`config.mk`:
```
export PLATFORM = sky130hd
export DESIGN_NAME = alu6
export DESIGN_NICKNAME = d
export VERILOG_FILES = /design/src/rtl/alu6_pkg.sv /design/src/rtl/alu6_cond.sv /design/src/rtl/alu6_core.sv /design/src/rtl/alu6_post.sv /design/src/rtl/alu6.sv
export SDC_FILE = /design/constraint.sdc
export NUM_CORES = 1
export LEC_CHECK = 0
export ABC_AREA = 1
export BUFFER_PORTS_ARGS = -buffer_cell sky130_fd_sc_hd__buf_2
export CORE_UTILIZATION = 57
export DETAILED_ROUTE_END_ITERATION = 8
export PLACE_DENSITY = 0.87
export SLEW_MARGIN = 20
export SYNTH_ARGS = -nofsm -noshare
export SYNTH_HDL_FRONTEND = slang
export SYNTH_SLANG_ARGS = --single-unit
```
`constraint.sdc`:
```
create_clock -name vclk -period 3.2
set_input_delay 0.16 -clock vclk [all_inputs]
set_output_delay 0.16 -clock vclk [all_outputs]
set_load 0.01 [all_outputs]
```
`src/rtl/alu6_pkg.sv`:
```
// Package: shared types for the six-control-bit ALU.
// Assumes: nothing beyond IEEE 1800-2017.
package alu6_pkg;
    // Core operation selected by the add/AND control bit.
    typedef enum logic {
        OP_AND = 1'b0,
        OP_ADD = 1'b1
    } core_op_e;
endpackage

```
`src/rtl/alu6_cond.sv`:
```
// Module: operand conditioner. Optionally forces the operand to zero, then
// optionally inverts it bitwise.
// Assumes: zeroing takes priority in order (applied first), so both set gives all ones.
module alu6_cond #(
    parameter int WIDTH = 16
) (
    input  logic [WIDTH-1:0] opd_in,
    input  logic             force_zero,
    input  logic             invert,
    output logic [WIDTH-1:0] opd_out
);
    logic [WIDTH-1:0] zeroed;

    // Zero stage, then inversion stage.
    always_comb begin
        zeroed  = force_zero ? '0 : opd_in;
        opd_out = invert ? ~zeroed : zeroed;
    end
endmodule

```
`src/rtl/alu6_core.sv`:
```
// Module: core operation. Two's-complement sum (wrapping, carry discarded)
// or bitwise AND of two conditioned operands.
// Assumes: operands are already conditioned.
module alu6_core
    import alu6_pkg::*;
#(
    parameter int WIDTH = 16
) (
    input  logic [WIDTH-1:0] a,
    input  logic [WIDTH-1:0] b,
    input  core_op_e         op,
    output logic [WIDTH-1:0] core_out
);
    // Select sum or AND; the sum is truncated to WIDTH bits.
    always_comb begin
        unique case (op)
            OP_ADD:  core_out = a + b;
            default: core_out = a & b;
        endcase
    end
endmodule

```
`src/rtl/alu6_post.sv`:
```
// Module: output stage. Optional inversion of the core result, then flag
// generation on the final value.
// Assumes: flags describe the value after inversion.
module alu6_post #(
    parameter int WIDTH = 16
) (
    input  logic [WIDTH-1:0] core_in,
    input  logic             invert,
    output logic [WIDTH-1:0] final_out,
    output logic             flag_zero,
    output logic             flag_neg
);
    localparam int MSB = WIDTH - 1;

    // Invert if asked, then derive zero and sign flags.
    always_comb begin
        final_out = invert ? ~core_in : core_in;
        flag_zero = ~|final_out;
        flag_neg  = final_out[MSB];
    end
endmodule

```
`src/rtl/alu6.sv`:
```
// Module: six-control-bit ALU top. Conditions both operands, applies the
// add/AND core, optionally inverts, and reports zero/negative flags.
// Assumes: purely combinational use; no clock or reset inside.
module alu6
    import alu6_pkg::*;
#(
    parameter int WIDTH = 16
) (
    input  logic [WIDTH-1:0] x,
    input  logic [WIDTH-1:0] y,
    input  logic             zero_x,
    input  logic             inv_x,
    input  logic             zero_y,
    input  logic             inv_y,
    input  logic             add_sel,
    input  logic             inv_out,
    output logic [WIDTH-1:0] result,
    output logic             is_zero,
    output logic             is_neg
);
    localparam int NSIDE = 2;

    logic [WIDTH-1:0] raw  [NSIDE];
    logic [WIDTH-1:0] cond [NSIDE];
    logic             zsel [NSIDE];
    logic             isel [NSIDE];
    logic [WIDTH-1:0] core_res;
    core_op_e         op;

    // Gather per-side inputs so one generate loop builds both conditioners.
    always_comb begin
        raw[0]  = x;      raw[1]  = y;
        zsel[0] = zero_x; zsel[1] = zero_y;
        isel[0] = inv_x;  isel[1] = inv_y;
        op      = add_sel ? OP_ADD : OP_AND;
    end

    for (genvar s = 0; s < NSIDE; s++) begin : g_side
        alu6_cond #(.WIDTH(WIDTH)) u_cond (
            .opd_in    (raw[s]),
            .force_zero(zsel[s]),
            .invert    (isel[s]),
            .opd_out   (cond[s])
        );
    end

    alu6_core #(.WIDTH(WIDTH)) u_core (
        .a       (cond[0]),
        .b       (cond[1]),
        .op      (op),
        .core_out(core_res)
    );

    alu6_post #(.WIDTH(WIDTH)) u_post (
        .core_in  (core_res),
        .invert   (inv_out),
        .final_out(result),
        .flag_zero(is_zero),
        .flag_neg (is_neg)
    );
endmodule

```
# [Word level (Yosys, flattened, before mapping)]
# Index checks and enable logic that the tools add are counted.
[classes] n_bitwise=4 add_sub_neg=1 reduce_logical=2 n_mux=7
[ops] cell="2-to-1 mux 16 bit" count=6
[ops] cell="inverter 16 bit" count=3
[ops] cell="adder 16 bit" count=1
[ops] cell="bitwise AND 16 bit" count=1
[ops] cell="OR reduction 16 bit" count=1
[ops] cell="logical NOT 1 bit" count=1
[ops] cell="2-to-1 mux 1 bit" count=1
[totals] input_bits=38 elab_cells=14 regBits=0

# [Logic depth before layout (Yosys ltp)]
# Gate-level depths: netlist of the first run.
[logic_depth] depth_word=9 mapped_depth=22

# [Hierarchy]
# A second synthesis of the first run with hierarchy kept.
[hier_totals] cells_unflattened=461 hier_area_um2=2333.5
[modules_own_cells] module="alu6_core" cells_each=220 n_inst=1 area_each_um2=1128.6
[modules_own_cells] module="alu6_cond" cells_each=72 n_inst=2 area_each_um2=399.1
[modules_own_cells] module="alu6_post" cells_each=97 n_inst=1 area_each_um2=406.6

# [Least setup slack after synthesis of the first run]
# Ideal clock, no wire load.
[synth_path] path_type="input -> output" startpoint="input inv_x" endpoint="output is_zero" stages=18 n_path_buf=2 setup_slack_ps=506 arrival_time_ps=2534 cell_sequence="clkbuf_1 buf_2 xnor2_1 ha_1 fa_1 nand2_1 nand2_1 nand3_2 nand2_2 nand2_1 nand3_1 nand3_2 nand2_1 nand2_1 nand2_1 nor2_1 nand2_1 nor2_1"
[synth_between] elab_chain_cells=7 word_cells_on_any_way=8 classes_between="add/sub (1); mux (3); bitwise (2); reduce/logical (2)"
[synth_lines] item="start, declared" line="alu6.sv:12" rtl="input logic inv_x,"
[synth_lines] item="2-to-1 mux 16 bit *" line="alu6_cond.sv:17" rtl="opd_out = invert ? ~zeroed : zeroed;"
[synth_lines] item="adder 16 bit or bitwise AND 16 bit (tied branches)" line="alu6_core.sv:17, alu6_core.sv:18"
[synth_lines] item="2-to-1 mux 16 bit *" line="alu6_core.sv:16" rtl="unique case (op)"
[synth_lines] item="inverter 16 bit" line="alu6_post.sv:17" rtl="final_out = invert ? ~core_in : core_in;"
[synth_lines] item="2-to-1 mux 16 bit *" line="alu6_post.sv:17"
[synth_lines] item="named net result[10]" line="alu6.sv:17" rtl="output logic [WIDTH-1:0] result,"
[synth_lines] item="OR reduction 16 bit *" line="alu6_post.sv:18" rtl="flag_zero = ~|final_out;"
[synth_lines] item="logical NOT 1 bit *" line="alu6_post.sv:18"
[synth_lines] item="end, declared" line="alu6.sv:18" rtl="output logic is_zero,"
# The timed path passes the listed nets; every way through them passes the cells marked *.

# [Worst setup path after layout of the first run]
[layout_path] startpoint="input zero_x" endpoint="output is_zero"
[layout_between] elab_chain_cells=9 word_cells_on_any_way=10 classes_between="add/sub (1); mux (4); bitwise (3); reduce/logical (2)"
[layout_lines] item="start, declared" line="alu6.sv:11" rtl="input logic zero_x,"
[layout_lines] item="2-to-1 mux 16 bit *" line="alu6_cond.sv:16" rtl="zeroed = force_zero ? '0 : opd_in;"
[layout_lines] item="inverter 16 bit" line="alu6_cond.sv:17"
[layout_lines] item="2-to-1 mux 16 bit *" line="alu6_cond.sv:17"
[layout_lines] item="adder 16 bit or bitwise AND 16 bit (tied branches)" line="alu6_core.sv:17, alu6_core.sv:18"
[layout_lines] item="2-to-1 mux 16 bit *" line="alu6_core.sv:16"
[layout_lines] item="inverter 16 bit" line="alu6_post.sv:17"
[layout_lines] item="2-to-1 mux 16 bit *" line="alu6_post.sv:17"
[layout_lines] item="OR reduction 16 bit *" line="alu6_post.sv:18"
[layout_lines] item="logical NOT 1 bit *" line="alu6_post.sv:18"
# Mark *: on every way between the ends. The rest lies on a longest branch, timed or not.

==> qor.txt, run 1 <==
antenna-violating nets left: 0
DP Wirelength: 4420 um
vias in the first global route: 2232
Req. time, crit path: 3.04 ns
largest family of logic cells by synthesized area: simple AND/OR/NAND/NOR gates
setup TNS: 0 ns
core area: 0.00347 mm2
Rows: 21
syn nets: 480
seq_cells: 0
post-synth cell types: 30
fin crit share: 86.7%
post-CTS setup buffer count: 0
pwr dens: 286 mW/mm2
Synth Cell Area: 0.00216 mm2
Crit Path Max Fanout: 6
commonest non-fill, non-tap cell in the layout: nand2_1
Die X: 63.6 um
Tightest Pin Transition: 0.570 ns
Hold Crit Class: in -> out
Final Critical Period: 2.77 ns
initial drt markers: 234
port buffer count: 56
FMAX: 361 MHz
Final Max Slew Viols: 0
most frequent cells in the layout: nand2_1 (161), inv_1 (81), nand3_1 (60), buf_2 (56), xor2_1 (33)
final core occ: 70.4%
post_cts resized: 0
Placed Cells: 519
Synth Area in Adders: 10.2%
total grt overflow: 0
Non-Filler Instances: 519
initial core utilization: 62.3%
Crit path largest cell delay: 0.51 ns
DR WL/cell: 10.1 um
Tot GR Track Use: 27.1%
Worst setup EP type: primary output
Synth Area in Compound Gates: 4.52%
startpoint types: input pin
setup repair after global routing missed its margin: no
syn_area_per_cell: 5.08 um2
first-pass GRT wire length: 9350 um
CTS Hold Buffers Added: 0
# DRC: 0
Final #Nets: 530
Routed WL: 5230 um
leak pwr: 1.58 nW
status: finished clean
maxcap violations: 0
post-synthesis sequential area ratio: 0%
VDD IR max: 0.136 mV
Rel. slew slack: 62.0%
ANT cells: 0
drt pass-1 iters: 5
die area: 0.00404 mm2
via count: 2568
vias per inst: 4.95
Mapped Cells: 425
setup ws final: 0.426 ns
Clock Buffer Count: 0
largest net degree at the start of global routing: 34
Critical Path AT: 2.61 ns
Final Hold Viols: 0
Slowest cell on crit path: fa_1
Die Ht: 63.6 um
count of warnings emitted by yosys: 0
io pins: 56
post-synthesis simple-gate area fraction: 52.4%
Layout area overhead: 13.0%
register area: 0 um2
Crit Path Class: in -> out
RD Place Congestion: 0.912
share of layout cells above drive strength 1: 17.3%
Final setup viols: 0
XOR/XNOR Fraction of Synth Area: 13.8%
worst-path cell chain: buf_2, inv_1, nand2_1, xnor2_1, ha_1, fa_1, nand2_1, o21ai_1, xor2_1, nand2_1, nor2_1, nand3_1, nor2_1, nand2_1, nor2_1, nand3_1, nor2_1, buf_2
pre-CTS WS: 0.405 ns
mux share of post-synthesis cell area: 0%
antenna violations before repair: 0
critical path, delay by kind of cell:
| family | cells | cell delay [ns] |
|---|---|---|
| AO/OA/AOI/OAI | 1 | 0.12 |
| AND/OR/NAND/NOR | 10 | 0.87 |
| adder cells (fa/ha/maj) | 2 | 0.78 |
| XOR/XNOR | 2 | 0.34 |
| buffers and inverters | 3 | 0.36 |
report_power, final:
group	switching [mW]	internal [mW]
Sequential	0	0
Clock	0	0
Combinational	0.436	0.261
Total	0.436	0.261
final timing paths:
kind | startpoint | endpoint | cells after the start
hold / removal | inv_out | result[14] | 4
setup / recovery | zero_x | is_zero | 18
per-layer routing:
metal  part of all wire [%]  GRT usage, %  vias to the layer above
li1                       -             -                     1394
met4                   0.40          2.27                        0
met2                     46          47.9                      109
met3                    7.2          1.45                        4
met1                     47          36.9                     1061
met5                      0             0                        -
Yosys cell counts:
cell type  number  area share [%]
nand2_1       161              28
inv_1          81              14
nand3_1        60              14
xor2_1         33              13
ha_1           16             9.3
nor2_1         15             2.6
a21oi_1         8             1.9
nand3_2         6             2.8
clkbuf_1        4            0.70
nand2_2         4             1.2
nand4_1         4             1.2
o21ai_0         4            0.93
or2_2           4             1.2
buf_4           3             1.0
inv_2           3            0.52
a21oi_2         2            0.81
buf_2           2            0.46
clkbuf_8        2             1.3
o211ai_1        2            0.70
and2_1          1            0.29
buf_6           1            0.52
clkbuf_4        1            0.35
clkinv_1        1            0.17
fa_1            1            0.93
nand3b_1        1            0.35
nor2_2          1            0.29
nor3_1          1            0.23
nor3_2          1            0.46
o21ai_1         1            0.23
xnor2_1         1            0.41
logic make-up (layout without fill, tap and decap cells):
family | Yosys count | after routing
simple gates | 259 | 259
buf+inv | 98 | 146
xor+xnor | 34 | 34
fa+ha+maj | 17 | 17
compound gates | 17 | 17
stage by stage:
step                      hold slack [ns]  instance area [um2]  total power, mW
after global routing                0.852                 2440            0.795
after floorplan                     0.460                 2160            0.532
after CTS                           0.824                 2440            0.689
final                               0.823                 2440            0.697
after global placement              0.818                 2440            0.667
after detailed placement            0.823                 2440            0.686
area by class of cell:
cell class / count / area (um2)
fill: 350 / 1030
inverter: 85 / 319
multi-input combinational: 327 / 1750
tap: 46 / 57.6
timing repair buffer: 61 / 318
No activity file was read; power rests on OpenSTA's default activity.
==> run 2, diff against run 1 <==
--- a/config.mk
+++ b/config.mk
@@ -6,10 +6,12 @@
 export NUM_CORES = 1
 export LEC_CHECK = 0
 export ABC_AREA = 1
-export BUFFER_PORTS_ARGS = -buffer_cell sky130_fd_sc_hd__buf_2
+export BUFFER_PORTS_ARGS = -buffer_cell sky130_fd_sc_hd__buf_4
 export CORE_UTILIZATION = 57
 export DETAILED_ROUTE_END_ITERATION = 8
+export GPL_TIMING_DRIVEN = 0
 export PLACE_DENSITY = 0.87
+export RECOVER_POWER = 100
 export SLEW_MARGIN = 20
 export SYNTH_ARGS = -nofsm -noshare
 export SYNTH_HDL_FRONTEND = slang
==> run 2 against run 1 <==
Net effect:
- clock-buffer cell count unchanged
- hold slack worse by 0.12 ns
- die area unchanged
- power up 3.4%
- first-iteration DRC count down 11%
- setup slack worse by 0.11 ns
- largest cell class unchanged
- highest routed layer is now met3
==> qor.txt, run 2 (synthesis gave the netlist of run 1 again) <==
antenna-violating nets left: 0
Clock Buffer Count: 0
die area: 0.00404 mm2
Critical Path AT: 2.72 ns
highest routed layer: met3
Rows: 21
seq_cells: 0
vias in the first global route: 2354
Final setup viols: 0
setup repair after global routing missed its margin: no
setup TNS: 0 ns
core area: 0.00347 mm2
maxcap violations: 0
status: finished clean
design area: 0.00259 mm2
CTS Hold Buffers Added: 0
Top cell by count, worst path: nand2_1
VDD IR max: 0.142 mV
port buffer count: 54
total grt overflow: 0
io pins: 56
setup ws final: 0.319 ns
Tot GR Track Use: 29.0%
Layout area overhead: 20.0%
Area after DPL: 0.00262 mm2
drt pass-1 iters: 5
leak pwr: 1.60 nW
pwr dens: 278 mW/mm2
antenna violations before repair: 0
Worst setup EP type: primary output
Met1 Wirelength: 2620 um
# DRC: 0
most frequent cells in the layout: nand2_1 (161), inv_1 (80), nand3_1 (61), buf_4 (45), xor2_1 (33)
vias per inst: 5.02
Req. time, crit path: 3.04 ns
DR WL/cell: 10.5 um
Die Ht: 63.6 um
Final #Nets: 536
Hold Crit Class: in -> out
first-pass GRT wire length: 9830 um
Final Critical Period: 2.88 ns
Final Power: 721 uW
WHS: 0.699 ns
via count: 2636
DP Wirelength: 4710 um
fin crit share: 90.0%
register area: 0 um2
fill count: 330
WL met3: 347 um
initial drt markers: 208
Crit Path Max Fanout: 10
RD Place Congestion: 0.908
Crit Path Class: in -> out
Rel. slew slack: 81.4%
Final Max Slew Viols: 0
initial core utilization: 62.3%
Routed WL: 5510 um
largest net degree at the start of global routing: 11
pre-CTS WS: 0.0250 ns
Die X: 63.6 um
Slowest cell on crit path: fa_1
FMAX: 347 MHz
Tightest Pin Transition: 0.280 ns
share of layout cells above drive strength 1: 15.9%
Final Hold Viols: 0
commonest non-fill, non-tap cell in the layout: nand2_1
startpoint types: input pin
ANT cells: 0
worst-path cell chain: buf_4, clkinvlp_4, clkbuf_4, nand2_1, xnor2_1, ha_2, fa_1, nand2_1, nand2_1, nand3_1, nand2_2, nand2_1, nand3_1, nand3_1, nand2_1, nor2_1, nand2_1, nor2_1, nand3_1, nor2_1, buf_4
Crit path largest cell delay: 0.43 ns
wire length on met2: 2540 um
run 2: path summary, 6_finish.rpt:
| kind | from | end | slack, ns | cells after the start |
|---|---|---|---|---|
| max | zero_x | is_zero | 0.32 | 21 |
| min | inv_out | result[4] | 0.70 | 4 |
run 2: layout make-up:
type	count	area [um2]	share of cell area, %
multi-input cells	327	1740	67.2
well taps	46	57.6	2.22
inverters	85	323	12.5
plain buffers	13	109	4.20
repair buffers	54	360	13.9
run 2: stage by stage:
stage / util (%) / std cells
5_1_grt: 74.7 / 525
4_1_cts: 75.6 / 525
3_5_place_dp: 75.6 / 525
3_3_place_gp: 75.6 / 525
2_1_floorplan: - / 425
6_report: 74.7 / 525
run 2: what timing repair did:
| action | in CTS | in global routing |
|---|---|---|
| resized for setup | 0 | 16 |
| setup endpoints to repair | 0 | 2 |
| setup buffers | 0 | 0 |
run 2: power breakdown:
group	internal, mW	leakage [nW]	total (mW)	switching, mW
registers	0	0	0	0
clock network	0	0	0	0
logic	0.281	1.60	0.721	0.440
total	0.281	1.60	0.721	0.440
run 2: critical path, delay by kind of cell:
kind | cells | cell delay (ns)
and+or+nand+nor | 14 | 1.22
xor gates and xnor gates | 1 | 0.13
buffers and inverters | 4 | 0.55
adders and majority gates | 2 | 0.65
run 2: per-layer routing:
layer	vias to the layer above	track usage [%]
met5	-	0
met4	0	0.284
met3	0	0.181
met2	94	53.5
met1	1136	39.3
li1	1406	-
